[config.mk]
export PLATFORM = sky130hd
export DESIGN_NAME = fetch_thread_sel
export DESIGN_NICKNAME = d
export VERILOG_FILES = /design/src/rtl/fts_pkg.sv /design/src/rtl/fts_rr_pick.sv /design/src/rtl/fts_min_mask.sv /design/src/rtl/fetch_thread_sel.sv
export SDC_FILE = /design/constraint.sdc
export NUM_CORES = 1
export LEC_CHECK = 0
export BUFFER_PORTS_ARGS = -buffer_cell sky130_fd_sc_hd__buf_2
export CELL_PAD_IN_SITES_DETAIL_PLACEMENT = 1
export CELL_PAD_IN_SITES_GLOBAL_PLACEMENT = 2
export CORE_ASPECT_RATIO = 2
export CORE_MARGIN = 2
export CORE_UTILIZATION = 30
export DETAILED_ROUTE_END_ITERATION = 8
export PLACE_DENSITY = 0.78
export REMOVE_ABC_BUFFERS = 1
export SETUP_SLACK_MARGIN = 0.1
export SLEW_MARGIN = 20
export SYNTH_ARGS = -nofsm -noshare
export SYNTH_HDL_FRONTEND = slang
export SYNTH_SLANG_ARGS = --single-unit
[constraint.sdc]
create_clock -name clk -period 7.6 [get_ports clk]
set_input_delay 1.52 -clock clk [delete_from_list [all_inputs] [get_ports clk]]
set_output_delay 1.52 -clock clk [all_outputs]
set_load 0.05 [all_outputs]
[src/rtl/fts_pkg.sv]
package fts_pkg;
  typedef enum logic [1:0] {
    SEL_ROTATE = 2'd0,
    SEL_HOLD   = 2'd1,
    SEL_COUNT  = 2'd2,
    SEL_OFF    = 2'd3
  } sel_mode_e;
endpackage

[src/rtl/fts_rr_pick.sv]
module fts_rr_pick #(
  parameter int N  = 4,
  parameter int IW = 2
) (
  input  logic [N-1:0]  mask,
  input  logic [IW-1:0] start,
  output logic [N-1:0]  onehot,
  output logic [IW-1:0] idx,
  output logic          found
);
  always_comb begin
    onehot = '0;
    idx    = '0;
    found  = 1'b0;
    for (int k = 0; k < N; k++) begin
      int j;
      j = int'(start) + k;
      if (j >= N) j = j - N;
      if (!found && mask[j]) begin
        found     = 1'b1;
        idx       = IW'(j);
        onehot[j] = 1'b1;
      end
    end
  end
endmodule

[src/rtl/fts_min_mask.sv]
module fts_min_mask #(
  parameter int N = 4,
  parameter int W = 6
) (
  input  logic [N-1:0]   ready,
  input  logic [N*W-1:0] counts,
  output logic [N-1:0]   min_mask
);
  logic [W-1:0] min_val;

  always_comb begin
    min_val = '1;
    for (int i = 0; i < N; i++) begin
      if (ready[i] && counts[i*W +: W] < min_val) min_val = counts[i*W +: W];
    end
  end

  for (genvar g = 0; g < N; g++) begin : g_eq
    assign min_mask[g] = ready[g] && (counts[g*W +: W] == min_val);
  end
endmodule

[src/rtl/fetch_thread_sel.sv]
module fetch_thread_sel
  import fts_pkg::*;
#(
  parameter int NTHREADS = 4,
  parameter int CNT_W    = 6
) (
  input  logic                      clk,
  input  logic                      rst,
  input  logic [1:0]                mode_i,
  input  logic [NTHREADS-1:0]       ready_i,
  input  logic [NTHREADS-1:0]       stall_i,
  input  logic [NTHREADS*CNT_W-1:0] icount_i,
  output logic [NTHREADS-1:0]       grant_o,
  output logic                      valid_o
);
  localparam int IW = (NTHREADS > 1) ? $clog2(NTHREADS) : 1;
  localparam logic [IW-1:0] LAST = IW'(NTHREADS - 1);

  logic [IW-1:0]       ptr_q, cur_q, pick_idx;
  logic                cur_v_q, pick_found, mode_chg, keep;
  logic [1:0]          mode_q;
  logic [NTHREADS-1:0] grant_q, min_mask, cand, pick_oh;
  logic                valid_q;
  sel_mode_e           mode;

  assign mode     = sel_mode_e'(mode_i);
  assign mode_chg = (mode_i != mode_q);
  assign keep     = cur_v_q && ready_i[cur_q] && !stall_i[cur_q];

  fts_min_mask #(.N(NTHREADS), .W(CNT_W)) u_min (
    .ready(ready_i), .counts(icount_i), .min_mask(min_mask)
  );

  always_comb begin
    case (mode)
      SEL_ROTATE: cand = ready_i;
      SEL_HOLD:   cand = ready_i & ~stall_i;
      SEL_COUNT:  cand = min_mask;
      default:    cand = '0;
    endcase
  end

  fts_rr_pick #(.N(NTHREADS), .IW(IW)) u_pick (
    .mask(cand), .start(ptr_q), .onehot(pick_oh), .idx(pick_idx), .found(pick_found)
  );

  always_ff @(posedge clk) begin
    if (rst) begin
      ptr_q   <= '0;
      cur_q   <= '0;
      cur_v_q <= 1'b0;
      mode_q  <= 2'd0;
      grant_q <= '0;
      valid_q <= 1'b0;
    end else begin
      mode_q <= mode_i;
      if (mode_chg) begin
        ptr_q   <= '0;
        cur_v_q <= 1'b0;
        grant_q <= '0;
        valid_q <= 1'b0;
      end else if (mode == SEL_HOLD && keep) begin
        grant_q <= grant_q;
        valid_q <= 1'b1;
      end else begin
        grant_q <= pick_oh;
        valid_q <= pick_found;
        cur_q   <= pick_idx;
        cur_v_q <= pick_found && (mode == SEL_HOLD);
        if (pick_found) ptr_q <= (pick_idx == LAST) ? '0 : pick_idx + 1'b1;
      end
    end
  end

  assign grant_o = grant_q;
  assign valid_o = valid_q;

  p_onehot_r2: assert property (@(posedge clk) disable iff (rst)
    $onehot0(grant_o) && (valid_o == (|grant_o)));

  p_ready_only_r4: assert property (@(posedge clk) disable iff (rst)
    valid_o |-> ((grant_o & $past(ready_i)) != '0));

  p_none_ready_r4: assert property (@(posedge clk) disable iff (rst)
    ($past(ready_i) == '0) |-> !valid_o);

  p_rotate_moves_r3: assert property (@(posedge clk) disable iff (rst)
    (valid_o && $past(valid_o) && $past(mode_i) == SEL_ROTATE && $past(mode_i, 2) == SEL_ROTATE
     && $countones($past(ready_i)) >= 2) |-> (grant_o != $past(grant_o)));

  p_hold_keeps_r5: assert property (@(posedge clk) disable iff (rst)
    ($past(mode_i) == SEL_HOLD && $past(mode_i, 2) == SEL_HOLD
     && (($past(grant_o) & $past(ready_i) & ~$past(stall_i)) != '0)) |-> (grant_o == $past(grant_o)));

  p_reserved_r10: assert property (@(posedge clk) disable iff (rst)
    ($past(mode_i) == SEL_OFF) |-> !valid_o);
endmodule

==> flow_summary.json, run 1 <==
{
  "port_buffers": 40,
  "core_um2": 7830,
  "viasPerCell": 5.83,
  "finalPower_uw": 643,
  "synth_top_area_cell": "ha_1",
  "cp_top_family": "compound AO/OA/AOI/OAI gates",
  "skew_ns": 0.000596,
  "worst_slew_pin_slew_ns": 1.02,
  "hpwl_mm": 7.87,
  "drv_cap": 0,
  "drt-initial-drc-count": 173,
  "setup_ws_ns": -0.354,
  "grtUsageTotal_pct": 25.9,
  "startpoint_type": "primary input",
  "pwr-share-clk_pct": 16.6,
  "syn_area_um2": 2390,
  "cts_max_path_buffers": 2,
  "synth.avg_cell_area_um2": 7.51,
  "synth.most_common_cell": "xnor2_1",
  "rows": 46,
  "yosys.area.top_type_share_pct": 11.5,
  "final_layout_size_suffix_gt1_share_pct": 58.9,
  "initial_core_util_pct": 30.6,
  "routabilityCongestion": 0.886,
  "ys_ff_latch": 12,
  "grt_max_degree": 20,
  "clk_pin_slew_ns": 0.04,
  "num_antenna_cells": 0,
  "fmax_ghz": 0.126,
  "slowest_delay_ns": 0.47,
  "clkSinkCount": 12,
  "die_h_um": 130,
  "p_leak_uw": 0.00186,
  "endpoint_kind": "flip-flop",
  "grt_pass1_wl_mm": 17.5,
  "synth-edff-count": 0,
  "irDropWorstVdd_mv": 0.0540,
  "numCtsBuffers": 3,
  "drcViolationCount": 0,
  "worstPathArrival_ns": 8.13,
  "die_w_um": 67.2,
  "antenna_found_initial": 0,
  "clock_latency_ns": 0.24,
  "cellPowerDensity_nw_per_um2": 144,
  "criticalPathCategory": "in2reg",
  "fill_cells": 928,
  "setup_violations": 8,
  "setup_tns_ns": -2.02,
  "period_minus_slack_ns": 7.95,
  "cts_max_level": 1,
  "yosysWarnings": 0,
  "maxSlewHeadroom_pct": 32.0,
  "syn2layout_area_growth_pct": 86.4,
  "cts_tree": "done",
  "critPathBufInv": 10,
  "finalHoldViolCount": 0,
  "p_switching_uw": 274,
  "cts_root_buf": "clkbuf_16",
  "synthTopCellsByCount": "xnor2_1 (30), nor2_1 (28), ha_1 (22), nand2_1 (22), o21ai_0 (16)",
  "dr.pass1.iters": 4,
  "synth_area_leaders": "ha_1 (11%), xnor2_1 (11%), dfxtp_1 (10%)",
  "wirelength_mm": 12.9,
  "hp-class": "reg2reg",
  "synthCells": 319,
  "fin_cells": 575,
  "drv_slew": 0,
  "cp_slowest_cell": "a2111o_1",
  "dp_cells": 531,
  "swShare_pct": 42.6,
  "async_reset_ff_share_pct": 0,
  "ys_types": 67,
  "post-place-ws_ns": -1.26,
  "power.internal_uw": 369,
  "ys_seq_area_share_pct": 10.0,
  "fin_crit_sh_pct": 105,
  "p_comb_share_pct": 71.7,
  "fin_nets": 538,
  "rsz0062_at_grt": "yes",
  "violations": "negative setup slack",
  "critPathRequiredTime_ns": 7.78,
  "crit_top_cell": "buf_6",
  "outcome": "finished with violations",
  "overflow": 0,
  "synth_ff_type": "dfxtp_1",
  "cp_max_fo": 5,
  "detail_route.wl_per_cell_um": 22.4,
  "seq_power_share_pct": 11.7,
  "grt_pass1_vias": 3488,
  "ioPinCount": 41,
  "ant_nets": 0,
  "die-area_um2": 8760,
  "vias": 3355
}
-- cell type report --
| cell class | instances | area [µm²] | share of cell area (%) |
|---|---|---|---|
| clock buffers | 4 | 88.8 | 1.99 |
| inverters | 15 | 63.8 | 1.43 |
| multi-input cells | 285 | 2750 | 61.7 |
| flip-flops and latches | 12 | 240 | 5.38 |
| well taps | 96 | 120 | 2.69 |
| repair buffers | 163 | 1200 | 26.8 |
-- through the flow --
stage | util (%) | hold slack, ns | cell area (µm²)
after floorplan | - | 0.483 | 2370
after detailed placement | 42.3 | 0.558 | 3310
after global routing | 57.0 | 0.592 | 4460
after CTS | 51.1 | 0.570 | 4000
final | 57.0 | 0.573 | 4460
after global placement | 42.3 | 0.533 | 3310
-- registers in the layout, summed over array words and instances, names as in the netlist, named ones only --
| signal | flops |
|---|---|
| ptr_q | 1 |
| grant_o | 4 |
| cur_v_q | 1 |
| valid_o | 1 |
| cur_q | 2 |
| mode_q | 2 |
-- final timing paths --
path | end | depth (start not counted) | from | slack (ns)
max | ptr_q[1] | 38 | ready_i[0] | -0.35
min | grant_o[2] | 2 | grant_o[2] | 0.57
max reg2reg | ptr_q[1] | 11 | flip-flop | 3.56
min reg2reg | grant_o[2] | 2 | grant_o[2] | 0.57
-- power by group through the flow --
stage               clock, µW  sequential, µW  combinational, µW
finish                    107            75.0                461
global route              110            75.7                488
CTS                       107            73.8                364
detailed placement          0            74.6                299
global placement            0            74.2                289
floorplan                   0            76.4                163
-- metal layers --
layer  global-route usage (%)  up-vias  share of wire, %
met5                        0        -                 0
met2                     47.8      119                54
li1                         -     1538                 -
met1                     28.5     1640                37
met3                     3.02       58               3.9
met4                     11.9        0               5.2
-- logic make-up after synthesis --
family	after synthesis	synth area share, %
AOI/OAI and AO/OA	106	33.5
xor gates and xnor gates	36	13.2
adders and majority gates	22	11.5
buffers and inverters	22	3.50
DFF	12	10.0
muxes	6	3.19
and+or+nand+nor	115	25.1
-- worst register-to-register path: cells and delay by family, from the launching register on --
| kind | cells | cell delay [ns] |
|---|---|---|
| AO/OA/AOI/OAI | 4 | 1.12 |
| AND/OR/NAND/NOR | 4 | 0.66 |
| flip-flops | 1 | 0.98 |
| buffers and inverters | 2 | 0.62 |
| adder cells (fa/ha/maj) | 1 | 0.62 |
-- what timing repair did --
action,4_1_cts,5_1_grt
setup endpoints to repair,10,9
buffers inserted,25,16
resized for setup,88,65
hold buffers,0,0
pin swaps,46,41
-- cells in the final DEF (no fill, tap or decap), types with 7 or more instances in the layout --
cell and n:
a21o_1 7, a21oi_1 7, a21oi_2 8, buf_2 38, buf_4 108, buf_6 16, dfxtp_1 12, ha_1 10
ha_4 10, inv_1 12, nand2_1 19, nor2_1 15, nor2_4 9, nor3_1 10, o21ai_0 11, xnor2_1 29
(Power assumes the default switching activity.)
==> inputs of run 2 (changes only) <==
--- a/config.mk
+++ b/config.mk
@@ -10,9 +10,10 @@
 export CELL_PAD_IN_SITES_GLOBAL_PLACEMENT = 2
 export CORE_ASPECT_RATIO = 2
 export CORE_MARGIN = 2
-export CORE_UTILIZATION = 30
+export CORE_UTILIZATION = 35
 export DETAILED_ROUTE_END_ITERATION = 8
-export PLACE_DENSITY = 0.78
+export HOLD_SLACK_MARGIN = 0.12
+export PLACE_DENSITY = 0.86
 export REMOVE_ABC_BUFFERS = 1
 export SETUP_SLACK_MARGIN = 0.1
 export SLEW_MARGIN = 20
==> constraint.sdc (replaced) <==
create_clock -name clk -period 10.08 [get_ports clk]
set_input_delay 2.016 -clock clk [delete_from_list [all_inputs] [get_ports clk]]
set_output_delay 2.016 -clock clk [all_outputs]
set_load 0.05 [all_outputs]
==> flow_summary.json, run 2 (same netlist as run 1, synthesis figures left out) <==
{
  "rsz0062_at_grt": "no",
  "routabilityCongestion": 0.965,
  "cp_slowest_cell": "a2111o_1",
  "seq_power_share_pct": 16.9,
  "hpwl_mm": 8.04,
  "worst_slew_pin_slew_ns": 0.855,
  "rows": 42,
  "irDropWorstVdd_mv": 0.0423,
  "wirelength_mm": 9.37,
  "outcome": "complete, no violations",
  "die_w_um": 62.5,
  "dr.pass1.iters": 4,
  "critPathBufInv": 4,
  "cp-endpoint": "ptr_q[1]",
  "crit_start": "ready_i[0]",
  "criticalPathCategory": "in2reg",
  "hp-class": "reg2reg",
  "cellPowerDensity_nw_per_um2": 116,
  "die-area_um2": 7560,
  "cts-resized-gates": 0,
  "fill_cells": 893,
  "overflow": 0,
  "largest_reg_flops": 4,
  "port_buffers": 40,
  "post-place-ws_ns": 0.263,
  "grtUsageTotal_pct": 24.6,
  "post_cts_buffers": 0,
  "top_layer": "met4",
  "num_antenna_cells": 0,
  "power.internal_uw": 187,
  "slowest_delay_ns": 0.46,
  "reg2reg_depth": 10,
  "final_common_cell": "buf_2",
  "ant_nets": 0,
  "rrSetupSlack_ns": 6.41,
  "finalHoldViolCount": 0,
  "setup_tns_ns": 0,
  "fin_nets": 425,
  "crit_cells": 32,
  "viasPerCell": 6.14,
  "initial_core_util_pct": 36.2,
  "syn2layout_area_growth_pct": 19.4,
  "clock_latency_ns": 0.24,
  "vias": 2786,
  "p_comb_share_pct": 58.2,
  "swShare_pct": 43.6,
  "worstPathArrival_ns": 9.58,
  "dr_wl_met3_um": 221,
  "final_cell_mix": "buf_2 (40), xnor2_1 (30), nor2_1 (28)",
  "final_layout_size_suffix_gt1_share_pct": 22.7,
  "antenna_found_initial": 0,
  "setup_violations": 0,
  "wl_met2_mm": 5.53,
  "endpoint_kind": "flip-flop",
  "pwr-share-clk_pct": 24.9,
  "wl_met1_mm": 2.89,
  "holdWs_ns": 0.546,
  "cts_max_level": 1,
  "skew_ns": 0.00212,
  "startpoint_type": "primary input",
  "drv_slew": 0,
  "period_minus_slack_ns": 9.40,
  "grt_pass1_vias": 2980,
  "clkSinkCount": 12,
  "maxSlewHeadroom_pct": 42.9,
  "numCtsBuffers": 3,
  "drcViolationCount": 0,
  "grt_max_degree": 20,
  "drt-initial-drc-count": 111,
  "cts_tree": "done",
  "ioPinCount": 41,
  "clk_pin_slew_ns": 0.04,
  "core_um2": 6620,
  "cts_root_buf": "clkbuf_16",
  "fin_crit_sh_pct": 93.3,
  "cp_max_fo": 8,
  "grt_pass1_wl_mm": 14.4,
  "r2r_end": "ptr_q[1]",
  "setup_ws_ns": 0.680,
  "fmax_ghz": 0.106,
  "p_switching_uw": 144,
  "cts_max_path_buffers": 2,
  "detail_route.wl_per_cell_um": 20.6,
  "die_h_um": 121,
  "critPathRequiredTime_ns": 10.26,
  "p_leak_uw": 0.00118,
  "cp_top_family": "compound AO/OA/AOI/OAI gates",
  "drv_cap": 0,
  "postCtsHoldBufs": 0
}
## run 2: changes by cell type in the layout (fill, tap and decap cells not counted), sizes merged
cell  previous run  this run
buf            163        50
## run 2: worst min path at each step
| stage | cells after the start | to | start | slack [ns] |
|---|---|---|---|---|
| after global placement | 2 | cur_q[1] | cur_q[1] | 0.52 |
| after floorplan | 2 | cur_q[0] | cur_q[0] | 0.48 |
| after detailed placement | 2 | grant_o[1] | grant_o[1] | 0.53 |
| final | 2 | grant_o[2] | grant_o[2] | 0.55 |
| after CTS | 2 | grant_o[1] | grant_o[1] | 0.54 |
| after global routing | 2 | grant_o[1] | grant_o[1] | 0.59 |
## run 2: final cells by class
type                    instances  area (µm²)  area share (%)
inverters                      15        56.3            1.97
flip-flops and latches         12         240            8.40
multi-input cells             285        2090            73.0
repair buffers                 50         275            9.63
well taps                      88         110            3.85
clock buffers                   4        88.8            3.11
## run 2: layer usage
metal,track usage (%),vias to the layer above
met4,17.6,0
li1,-,1304
met2,53.8,86
met3,1.39,41
met5,0,-
met1,18.8,1355
## run 2: stage by stage
| step | total power, µW | area [µm²] | utilization, % | std cells |
|---|---|---|---|---|
| final | 331 | 2860 | 43.2 | 454 |
| after global placement | 242 | 2750 | 41.6 | 450 |
| after floorplan | 181 | 2370 | - | 312 |
| after CTS | 329 | 2840 | 42.9 | 454 |
| after global routing | 349 | 2860 | 43.2 | 454 |
| after detailed placement | 246 | 2750 | 41.6 | 450 |
## run 2: power groups by stage
stage          Sequential, µW  Clock, µW  Combinational, µW
2_1_floorplan            57.6          0                123
3_3_place_gp             56.1          0                186
3_5_place_dp             56.3          0                190
4_1_cts                  55.6       82.4                191
5_1_grt                  56.2       84.5                208
6_report                 55.7       82.3                193
## run 2: worst reg2reg max path, cell delays in order (launching register included)
cell      delay, ns
dfxtp_1        0.78
inv_1          0.44
ha_1           0.56
nor3_1         0.31
o21ai_0        0.15
nand3_1        0.15
a21oi_1        0.09
a311oi_2       0.40
o21ai_1        0.19
a2111o_1       0.46
nand3_1        0.08
==> inputs of run 3 (changes only) <==
--- a/config.mk
+++ b/config.mk
@@ -10,13 +10,15 @@
 export CELL_PAD_IN_SITES_GLOBAL_PLACEMENT = 2
 export CORE_ASPECT_RATIO = 2
 export CORE_MARGIN = 2
-export CORE_UTILIZATION = 35
+export CORE_UTILIZATION = 38
+export CTS_BUF_LIST = sky130_fd_sc_hd__clkbuf_8
 export DETAILED_ROUTE_END_ITERATION = 8
 export HOLD_SLACK_MARGIN = 0.12
-export PLACE_DENSITY = 0.86
+export PLACE_DENSITY = 0.88
 export REMOVE_ABC_BUFFERS = 1
 export SETUP_SLACK_MARGIN = 0.1
 export SLEW_MARGIN = 20
 export SYNTH_ARGS = -nofsm -noshare
 export SYNTH_HDL_FRONTEND = slang
+export SYNTH_HIERARCHICAL = 1
 export SYNTH_SLANG_ARGS = --single-unit
==> flow_summary.json, run 3 <==
{
  "die_w_um": 61.2,
  "worst_slew_pin_slew_ns": 0.748,
  "fin_cells": 433,
  "outcome": "complete, no violations",
  "irDropWorstVdd_mv": 0.0375,
  "grtUsageTotal_pct": 24.4,
  "yosys.area.top_type_share_pct": 10.6,
  "setup_violations": 0,
  "vias": 2589,
  "syn_area_um2": 2480,
  "detail_route.wl_per_cell_um": 19.8,
  "drv_slew": 0,
  "cts_max_level": 1,
  "final_layout_size_suffix_gt1_share_pct": 29.4,
  "worstPathArrival_ns": 9.78,
  "synthCells": 293,
  "antenna_found_initial": 0,
  "critPathRequiredTime_ns": 10.25,
  "viasPerCell": 5.98,
  "p_comb_share_pct": 65.4,
  "fmax_ghz": 0.104,
  "power.internal_uw": 175,
  "ys_types": 66,
  "hpwl_mm": 7.38,
  "die-area_um2": 7240,
  "wirelength_mm": 8.57,
  "dp_cells": 428,
  "dr.pass1.iters": 4,
  "synth_top_area_cell": "ha_1",
  "rsz0062_at_grt": "yes",
  "rrSetupSlack_ns": 7.01,
  "syn2layout_area_growth_pct": 20.3,
  "cts_tree": "done",
  "drcViolationCount": 0,
  "clock_latency_ns": 0.24,
  "r2r_end": "ptr_q[0]",
  "startpoint_type": "primary input",
  "finalPower_uw": 311,
  "postCtsHoldBufs": 0,
  "numCtsBuffers": 3,
  "maxSlewHeadroom_pct": 49.7,
  "routabilityCongestion": 0.890,
  "skew_ns": 0.000559,
  "cts_root_buf": "clkbuf_8",
  "pwr-share-clk_pct": 17.0,
  "clkSinkCount": 12,
  "synth_area_leaders": "ha_1 (11%), dfxtp_1 (9.7%), xor2_1 (4.6%)",
  "port_buffers": 40,
  "crit_top_cell": "ha_1",
  "reg2reg_depth": 9,
  "overflow": 0,
  "synthTopCellsByCount": "ha_1 (21), inv_1 (20), nand2_1 (15), nand2b_1 (15), o21ai_0 (14)",
  "grt_pass1_wl_mm": 13.3,
  "synth-edff-count": 0,
  "final_cell_mix": "buf_2 (40), ha_1 (21), inv_1 (20)",
  "finalHoldViolCount": 0,
  "ys_ff_latch": 12,
  "period_minus_slack_ns": 9.61,
  "slowest_delay_ns": 0.55,
  "grt_pass1_vias": 2767,
  "cp_slowest_cell": "mux4_2",
  "post-place-ws_ns": -0.0903,
  "criticalPathCategory": "in2reg",
  "cp_max_fo": 6,
  "num_antenna_cells": 0,
  "die_h_um": 118,
  "ant_nets": 0,
  "fin_crit_sh_pct": 95.3,
  "ioPinCount": 41,
  "fin_nets": 405,
  "seq_power_share_pct": 17.6,
  "drt-initial-drc-count": 44,
  "final_common_cell": "buf_2",
  "swShare_pct": 43.7,
  "grt_max_degree": 16,
  "cp-endpoint": "ptr_q[0]",
  "core_um2": 6310,
  "largest_reg_flops": 4,
  "p_switching_uw": 136,
  "rows": 41,
  "endpoint_kind": "flip-flop",
  "synth_ff_type": "dfxtp_1",
  "crit_start": "ready_i[0]",
  "setup_ws_ns": 0.475,
  "clk_pin_slew_ns": 0.05,
  "ys_seq_area_share_pct": 9.67,
  "p_leak_uw": 0.00125,
  "initial_core_util_pct": 39.4,
  "hp-class": "reg2reg",
  "synth.avg_cell_area_um2": 8.48,
  "final_util_pct": 47.3,
  "reg2reg_from": "ptr_q[0]",
  "cellPowerDensity_nw_per_um2": 104,
  "yosysWarnings": 6,
  "cts_max_path_buffers": 2,
  "synth.most_common_cell": "ha_1",
  "drv_cap": 0,
  "async_reset_ff_share_pct": 0
}
-- run 3: changes by cell type in the layout (fill, tap and decap cells not counted), moves of 7 or more --
cell      previous run  this run
nor3_1              15         8
mux2i_1              1         8
mux2_2               1         8
buf_4               10        18
nand2b_1             6        15
nand2_1             22        15
nor2_1              28        10
xor2_1               6        13
xnor2_1             30        12
-- run 3: what timing repair did --
item,in CTS,in global routing
gates resized for setup,0,16
setup endpoints to repair,0,10
buffers inserted,0,1
-- run 3: final cells by class --
cell class	instances	area [µm²]
Inverter	22	85.1
Sequential cell	12	240
Tap cell	86	108
Timing Repair Buffer	60	375
Clock buffer	4	55.1
Multi-Input combinational cell	249	2120
Fill cell	808	3320
-- run 3: critical path: cells and delay by family --
kind	cells	cell delay, ns
adder cells (fa/ha/maj)	4	1.03
XOR/XNOR	1	0.20
AND/OR/NAND/NOR	8	1.58
AO/OA/AOI/OAI	12	2.54
multiplexers	7	2.15
buffers and inverters	3	0.24
-- run 3: worst min path at each step --
stage	end	cells past startpoint	startpoint
after floorplan	cur_q[1]	2	cur_q[1]
after global placement	grant_o[0]	2	grant_o[0]
after detailed placement	grant_o[2]	2	grant_o[2]
after CTS	grant_o[2]	2	grant_o[2]
after global routing	grant_o[0]	2	grant_o[0]
final	grant_o[3]	2	grant_o[3]
-- run 3: cells by family (layout without fill, tap and decap cells) --
kind of cell,Yosys count,after routing,share of synthesized area [%]
AND/OR/NAND/NOR,85,85,20.0
XOR/XNOR,26,26,9.47
adder cells (fa/ha/maj),22,22,11.0
flip-flops,12,12,9.67
buffers and inverters,32,86,6.65
AO/OA/AOI/OAI,90,90,28.0
multiplexers,26,26,15.2
-- run 3: per-layer routing --
layer,track usage [%],vias to the layer above,part of all wire [%]
met5,0,-,0
met4,16.0,0,7.4
met3,1.31,31,1.7
met2,49.0,60,61
met1,19.9,1282,30
li1,-,1216,-
-- run 3: per-stage QoR --
step | TNS (ns) | hold WS, ns | cell area [µm²]
2_1_floorplan | 0 | 0.471 | 2400
3_3_place_gp | 0 | 0.448 | 2880
3_5_place_dp | -0.0903 | 0.462 | 2880
4_1_cts | 0 | 0.470 | 2930
5_1_grt | 0 | 0.480 | 2990
6_report | 0 | 0.464 | 2990
-- run 3: power groups by stage --
| stage | registers [µW] | clock network, µW | logic (µW) |
|---|---|---|---|
| after global placement | 55.3 | 0 | 191 |
| final | 54.6 | 52.8 | 203 |
| after global routing | 55.4 | 55.0 | 221 |
| after detailed placement | 55.6 | 0 | 196 |
| after floorplan | 57.3 | 0 | 118 |
| after CTS | 54.6 | 53.2 | 197 |
